### src/rtl/wdk_pkg.sv
package wdk_pkg;
  localparam int DATA_W = 16;
  localparam int ADDR_W = 3;

  localparam logic [ADDR_W-1:0] OFS_CTRL = 3'd0;
  localparam logic [ADDR_W-1:0] OFS_SVC  = 3'd2;
  localparam logic [ADDR_W-1:0] OFS_STAT = 3'd4;

  localparam logic [DATA_W-1:0] KEY_FIRST  = 16'h5555;
  localparam logic [DATA_W-1:0] KEY_SECOND = 16'hAAAA;

  localparam int CB_LP_FRZ  = 0;
  localparam int CB_DBG_FRZ = 1;
  localparam int CB_EN      = 2;
  localparam int WT_LSB     = 8;

  localparam logic [DATA_W-1:0] CTRL_KEEP = 16'hFF9F;

  typedef enum logic {KEY_IDLE, KEY_ARMED} key_state_e;
endpackage

### src/rtl/wdk_regs.sv
module wdk_regs
  import wdk_pkg::*;
#(
  parameter int WT_W = 8
) (
  input  logic              clk,
  input  logic              sys_rst_n,
  input  logic              por_rst_n,
  input  logic              bus_sel,
  input  logic              bus_we,
  input  logic [ADDR_W-1:0] bus_addr,
  input  logic [DATA_W-1:0] bus_wdata,
  input  logic              expire,
  output logic [DATA_W-1:0] bus_rdata,
  output logic [DATA_W-1:0] ctrl_q,
  output logic              en_rise,
  output logic [WT_W-1:0]   wt_next,
  output logic              svc_ok,
  output logic [1:0]        stat_q
);
  logic              ctrl_wr, svc_wr;
  logic [DATA_W-1:0] ctrl_d;
  key_state_e        key_q, key_d;
  logic [1:0]        stat_d;

  assign ctrl_wr = bus_sel && bus_we && (bus_addr == OFS_CTRL);
  assign svc_wr  = bus_sel && bus_we && (bus_addr == OFS_SVC);

  // control next state; enable is sticky
  always_comb begin
    ctrl_d = ctrl_q;
    if (ctrl_wr) begin
      ctrl_d = bus_wdata & CTRL_KEEP;
      ctrl_d[CB_EN] = ctrl_q[CB_EN] | bus_wdata[CB_EN];
    end
  end

  assign en_rise = ctrl_wr && bus_wdata[CB_EN] && !ctrl_q[CB_EN];
  assign wt_next = ctrl_d[WT_LSB +: WT_W];

  always_ff @(posedge clk or negedge sys_rst_n) begin
    if (!sys_rst_n) ctrl_q <= '0;
    else if (ctrl_wr) ctrl_q <= ctrl_d;
  end

  // key sequence tracker
  always_comb begin
    key_d  = key_q;
    svc_ok = 1'b0;
    if (svc_wr) begin
      if (key_q == KEY_IDLE) begin
        key_d = (bus_wdata == KEY_FIRST) ? KEY_ARMED : KEY_IDLE;
      end else begin
        svc_ok = (bus_wdata == KEY_SECOND);
        key_d  = KEY_IDLE;
      end
    end
  end

  always_ff @(posedge clk or negedge sys_rst_n) begin
    if (!sys_rst_n) key_q <= KEY_IDLE;
    else if (svc_wr) key_q <= key_d;
  end

  // reset cause: bit0 power-on, bit1 watchdog
  always_comb begin
    stat_d = stat_q;
    if (expire) stat_d = 2'b10;
  end

  always_ff @(posedge clk or negedge por_rst_n) begin
    if (!por_rst_n) stat_q <= 2'b01;
    else if (expire) stat_q <= stat_d;
  end

  always_comb begin
    bus_rdata = '0;
    if (bus_sel && !bus_we) begin
      unique case (bus_addr)
        OFS_CTRL: bus_rdata = ctrl_q;
        OFS_STAT: bus_rdata = {{(DATA_W-2){1'b0}}, stat_q};
        default:  bus_rdata = '0;
      endcase
    end
  end
endmodule

### src/rtl/wdk_prescaler.sv
module wdk_prescaler #(
  parameter int TICK_DIV = 16384
) (
  input  logic clk,
  input  logic rst_n,
  input  logic run,
  input  logic clr,
  output logic tick
);
  localparam int PW = (TICK_DIV > 2) ? $clog2(TICK_DIV) : 1;
  localparam logic [PW-1:0] LAST = PW'(TICK_DIV - 1);

  logic [PW-1:0] div_q, div_d;

  assign tick = run && !clr && (div_q == LAST);

  always_comb begin
    div_d = div_q;
    if (clr)       div_d = '0;
    else if (tick) div_d = '0;
    else if (run)  div_d = div_q + PW'(1);
  end

  always_ff @(posedge clk or negedge rst_n) begin
    if (!rst_n) div_q <= '0;
    else if (clr || run) div_q <= div_d;
  end
endmodule

### src/rtl/wdk_counter.sv
module wdk_counter #(
  parameter int WT_W       = 8,
  parameter int RST_CYCLES = 16
) (
  input  logic            clk,
  input  logic            rst_n,
  input  logic            load,
  input  logic [WT_W-1:0] wt_val,
  input  logic            tick,
  output logic [WT_W:0]   cnt_q,
  output logic            expire,
  output logic            expired_q,
  output logic            wdog_rst_o
);
  localparam int CNT_W = WT_W + 1;
  localparam int RC_W  = $clog2(RST_CYCLES + 1);

  logic [CNT_W-1:0] cnt_d;
  logic             do_load;
  logic [RC_W-1:0]  pulse_q, pulse_d;

  assign do_load = load && !expired_q;
  assign expire  = tick && !do_load && !expired_q && (cnt_q == CNT_W'(1));

  always_comb begin
    cnt_d = cnt_q;
    if (do_load)
      cnt_d = CNT_W'(wt_val) + CNT_W'(1);
    else if (tick && !expired_q && (cnt_q != '0))
      cnt_d = cnt_q - CNT_W'(1);
  end

  always_comb begin
    pulse_d = pulse_q;
    if (expire)              pulse_d = RC_W'(RST_CYCLES);
    else if (pulse_q != '0)  pulse_d = pulse_q - RC_W'(1);
  end

  always_ff @(posedge clk or negedge rst_n) begin
    if (!rst_n) begin
      cnt_q     <= '0;
      expired_q <= 1'b0;
      pulse_q   <= '0;
    end else begin
      cnt_q <= cnt_d;
      if (expire) expired_q <= 1'b1;
      pulse_q <= pulse_d;
    end
  end

  assign wdog_rst_o = (pulse_q != '0);
endmodule

### src/rtl/wdk_top.sv
module wdk_top
  import wdk_pkg::*;
#(
  parameter int TICK_DIV    = 16384,
  parameter int WT_W        = 8,
  parameter int RST_CYCLES  = 16,
  parameter int SYNC_STAGES = 2
) (
  input  logic        clk,
  input  logic        por_n,
  input  logic        rst_n,
  input  logic        bus_sel,
  input  logic        bus_we,
  input  logic [2:0]  bus_addr,
  input  logic [15:0] bus_wdata,
  output logic [15:0] bus_rdata,
  input  logic        dbg_halt,
  input  logic        low_power,
  output logic        wdog_rst_o
);
  logic                   sys_arst_n;
  logic [SYNC_STAGES-1:0] por_sync_q, sys_sync_q;
  logic                   por_rst_n, sys_rst_n;

  assign sys_arst_n = por_n & rst_n;

  always_ff @(posedge clk or negedge por_n) begin
    if (!por_n) por_sync_q <= '0;
    else        por_sync_q <= {por_sync_q[SYNC_STAGES-2:0], 1'b1};
  end

  always_ff @(posedge clk or negedge sys_arst_n) begin
    if (!sys_arst_n) sys_sync_q <= '0;
    else             sys_sync_q <= {sys_sync_q[SYNC_STAGES-2:0], 1'b1};
  end

  assign por_rst_n = por_sync_q[SYNC_STAGES-1];
  assign sys_rst_n = sys_sync_q[SYNC_STAGES-1];

  logic [DATA_W-1:0] ctrl_q;
  logic              en_rise, svc_ok, load, tick, run, frozen;
  logic [WT_W-1:0]   wt_next;
  logic [1:0]        stat_q;
  logic [WT_W:0]     cnt_q;
  logic              expire, expired_q;

  wdk_regs #(.WT_W(WT_W)) regs_i (
    .clk(clk), .sys_rst_n(sys_rst_n), .por_rst_n(por_rst_n),
    .bus_sel(bus_sel), .bus_we(bus_we), .bus_addr(bus_addr),
    .bus_wdata(bus_wdata), .expire(expire), .bus_rdata(bus_rdata),
    .ctrl_q(ctrl_q), .en_rise(en_rise), .wt_next(wt_next),
    .svc_ok(svc_ok), .stat_q(stat_q)
  );

  assign frozen = (ctrl_q[CB_DBG_FRZ] && dbg_halt) ||
                  (ctrl_q[CB_LP_FRZ]  && low_power);
  assign load   = en_rise || (svc_ok && ctrl_q[CB_EN]);
  assign run    = ctrl_q[CB_EN] && !expired_q && !frozen && (cnt_q != '0);

  wdk_prescaler #(.TICK_DIV(TICK_DIV)) presc_i (
    .clk(clk), .rst_n(sys_rst_n), .run(run), .clr(load), .tick(tick)
  );

  wdk_counter #(.WT_W(WT_W), .RST_CYCLES(RST_CYCLES)) cnt_i (
    .clk(clk), .rst_n(sys_rst_n), .load(load), .wt_val(wt_next),
    .tick(tick), .cnt_q(cnt_q), .expire(expire),
    .expired_q(expired_q), .wdog_rst_o(wdog_rst_o)
  );
endmodule

### config.mk
export PLATFORM = sky130hd
export DESIGN_NAME = wdk_top
export DESIGN_NICKNAME = d
export VERILOG_FILES = /design/src/rtl/wdk_pkg.sv /design/src/rtl/wdk_regs.sv /design/src/rtl/wdk_prescaler.sv /design/src/rtl/wdk_counter.sv /design/src/rtl/wdk_top.sv
export SDC_FILE = /design/constraint.sdc
export NUM_CORES = 1
export LEC_CHECK = 0
export BUFFER_PORTS_ARGS = -buffer_cell sky130_fd_sc_hd__buf_2
export CAP_MARGIN = 40
export CORE_MARGIN = 1.5
export CORE_UTILIZATION = 62
export DETAILED_ROUTE_END_ITERATION = 7
export PLACE_DENSITY_LB_ADDON = 0.25
export REMOVE_ABC_BUFFERS = 1
export SKIP_CTS_REPAIR_TIMING = 1
export SYNTH_ARGS = -nofsm -noshare
export SYNTH_HDL_FRONTEND = slang
export SYNTH_HIERARCHICAL = 1
export SYNTH_SLANG_ARGS = --single-unit
### constraint.sdc
create_clock -name clk -period 2.85 [get_ports clk]
set_input_delay 0.285 -clock clk [delete_from_list [all_inputs] [get_ports clk]]
set_output_delay 0.285 -clock clk [all_outputs]
set_load 0.01 [all_outputs]
==> results.py <==
metrics = {
    "finish": {
        "syn2layout_area_growth_pct": 12.4,
        "drive_above_1_share_pct": 29.1,
        "fin_nets": 370,
        "antennaDiodeCount": 0,
        "final_cells": 407,
    },
    "power": {
        "power.switching_mw": 0.649,
        "internal-power_mw": 1.33,
        "ir_drop_mv": 0.370,
        "p_leak_nw": 1.64,
        "p_total_mw": 1.98,
        "pwr-share-clk_pct": 26.4,
        "switching_share_pct": 32.7,
        "p_per_area_nw_per_um2": 571,
        "power_frac_comb_pct": 25.1,
        "share_seq_of_total_power_pct": 48.5,
    },
    "sta": {
        "setup_violations": 0,
        "slew_headroom_pct": 59.0,
        "worst_slack_ps": 343,
        "fin_skew_ps": 9.77,
        "maxSlewViolCount": 0,
        "rsz0062_at_grt": "false",
        "setup_tns_ps": 0,
        "fin_crit_sh_pct": 88.0,
        "fmax_mhz": 399,
        "finalHoldViolations": 0,
        "period_needed_ps": 2510,
        "worstMarginPinSlew_ps": 610,
    },
    "worst_setup_path": {
        "worst_path_largest_cell_delay_ps": 540,
        "crit_fanout": 8,
        "start_kind": "flip-flop",
        "path_buf_inv": 0,
        "worstPathArrival_ps": 2700,
        "reg2reg_depth": 9,
        "path_delay_family": "simple AND/OR/NAND/NOR gates",
        "crit_slowest_cell": "dfrtp_1",
        "criticalPathCategory": "reg -> reg",
        "r2r-start": "cnt_i/cnt_q[2]$_DFFE_PN0P_",
        "rrSetupSlack_ps": 340,
        "cp-end-kind": "flip-flop",
        "crit_path_frequent_cell": "nand3_1",
        "crit_path_cell_trace": "nor4_2, nand3_1, and4b_2, nand3_1, nor3_2, nor4b_2, a21boi_0, a311oi_1, a21oi_1",
        "reg2reg_to": "cnt_i/cnt_q[5]$_DFFE_PN0P_",
        "worstPathRequired_ps": 3040,
    },
    "routing": {
        "drc": 0,
        "antenna_left": 0,
        "post_drt_wl_per_cell_um": 15.1,
        "drt-initial-drc-count": 231,
        "viasPerCell": 5.93,
        "drt-total-wl_um": 6160,
        "num_vias": 2415,
        "drt-pass1-iter-count": 4,
    },
    "clock_network": {
        "cts-root-buf": "clkbuf_8",
        "ctsHtreeMaxLevel": 2,
        "cts_tree": "yes",
        "clkTransAtPathRegs_ps": 90,
        "numCtsBuffers": 5,
        "cts_buffer_depth": 2,
        "clk_latency_ps": 320,
        "numClockSinks": 50,
    },
    "floorplan": {
        "core-area_um2": 4750,
        "start_util_pct": 65.0,
        "fp.dieW_um": 73.6,
        "die_h_um": 73.6,
        "dieArea_um2": 5420,
        "pin_count": 43,
        "num_rows": 25,
    },
    "global_routing": {
        "grt_pass1_wl_um": 10500,
        "grt_pass1_vias": 2238,
        "grt_max_degree": 24,
        "antenna_found_initial": 0,
        "grt_usage_pct": 24.9,
        "gr-total-overflow": 0,
    },
    "synth": {
        "avgSynthCellArea_um2": 10.5,
        "ys_warn_count": 6,
        "synth_area_um2": 3090,
        "syn_inst": 295,
    },
    "placement": {
        "numPortBuffers": 40,
        "dpl_worst_slack_ps": 43.2,
        "place_congestion": 0.880,
        "dp_hpwl_um": 4610,
        "dp_cells": 397,
    },
    "run_status": {
        "outcome": "finished clean",
    },
    "min_path": {
        "hold_path_class": "reg -> async",
    },
    "run": {
        "drv_cap": 0,
    },
}
power groups by stage:
stage                     sequential [mW]  combinational, mW  clock, mW
after floorplan                     0.938              0.378          0
after global placement              0.972              0.469          0
after detailed placement            0.971              0.491          0
after CTS                           0.959              0.493      0.535
after global routing                0.983              0.553      0.562
final                               0.961              0.498      0.524
cell usage in the layout, fill, tap and decap left out, types with 4 or more instances in the layout:
cell	instances
mux2_4	18
dfrtp_1	48
nand3_1	17
nor2_1	19
clkbuf_8	5
nor3_1	9
nand4_1	7
o21ai_0	10
and2_1	14
nand2_1	17
a21oi_1	6
xnor2_1	6
inv_1	8
nand2b_1	5
ha_1	5
conb_1	4
nor2b_1	4
buf_2	40
xor2_1	7
mux2i_1	6
flip-flops by register name, indices dropped and copies added, names as in the netlist:
register / cells
presc_i/div_q: 14
regs_i/ctrl_q: 14
cnt_i/cnt_q: 9
cnt_i/pulse_q: 5
por_sync_q: 2
regs_i/stat_q: 2
sys_sync_q: 2
cnt_i/expired_q: 1
regs_i/key_q: 1
cell type report:
cell class                      instances  area [um^2]
Timing Repair Buffer                   45          263
Clock inverter                          3         48.8
Fill cell                             354         1280
Multi-Input combinational cell        228         1720
Sequential cell                        50         1250
Clock buffer                            5         68.8
Inverter                                9         33.8
Tap cell                               67         83.8
per-layer routing:
layer / global-route usage (%) / vias to the layer above / part of all wire (%)
met1: 36.4 / 1180 / 47
met2: 38.4 / 69 / 48
met3: 4.39 / 9 / 4.2
met5: 0 / - / 0
li1: - / 1157 / -
met4: 6.17 / 0 / 1.0
worst register-to-register path, stage by stage (launching register included):
cell and delay, ps:
dfrtp_1 540, nor4_2 100, nand3_1 110, and4b_2 350
nand3_1 160, nor3_2 260, nor4b_2 360, a21boi_0 160
a311oi_1 280, a21oi_1 70
per-stage QoR:
step	hold WS (ps)	util [%]	area, um^2
final	24.6	73.1	3470
after global routing	39.1	73.1	3470
after CTS	-266	72.4	3440
after detailed placement	20.6	69.9	3320
after global placement	17.1	69.3	3300
after floorplan	-10.6	-	3000
worst max path at each step:
stage | start | end | cells after the start | slack (ps)
global route | cnt_i/cnt_q[2]$_DFFE_PN0P_ | cnt_i/cnt_q[5]$_DFFE_PN0P_ | 9 | 110
global placement | cnt_i/cnt_q[2]$_DFFE_PN0P_ | cnt_i/cnt_q[5]$_DFFE_PN0P_ | 9 | 140
finish | cnt_i/cnt_q[2]$_DFFE_PN0P_ | cnt_i/cnt_q[5]$_DFFE_PN0P_ | 9 | 340
CTS | cnt_i/cnt_q[2]$_DFFE_PN0P_ | cnt_i/cnt_q[5]$_DFFE_PN0P_ | 9 | 3
detailed placement | cnt_i/cnt_q[2]$_DFFE_PN0P_ | cnt_i/cnt_q[5]$_DFFE_PN0P_ | 9 | 40
floorplan | bus_addr[2] | cnt_i/cnt_q[5]$_DFFE_PN0P_ | 9 | 20
Note: power is estimated with default switching activity, not from simulation.
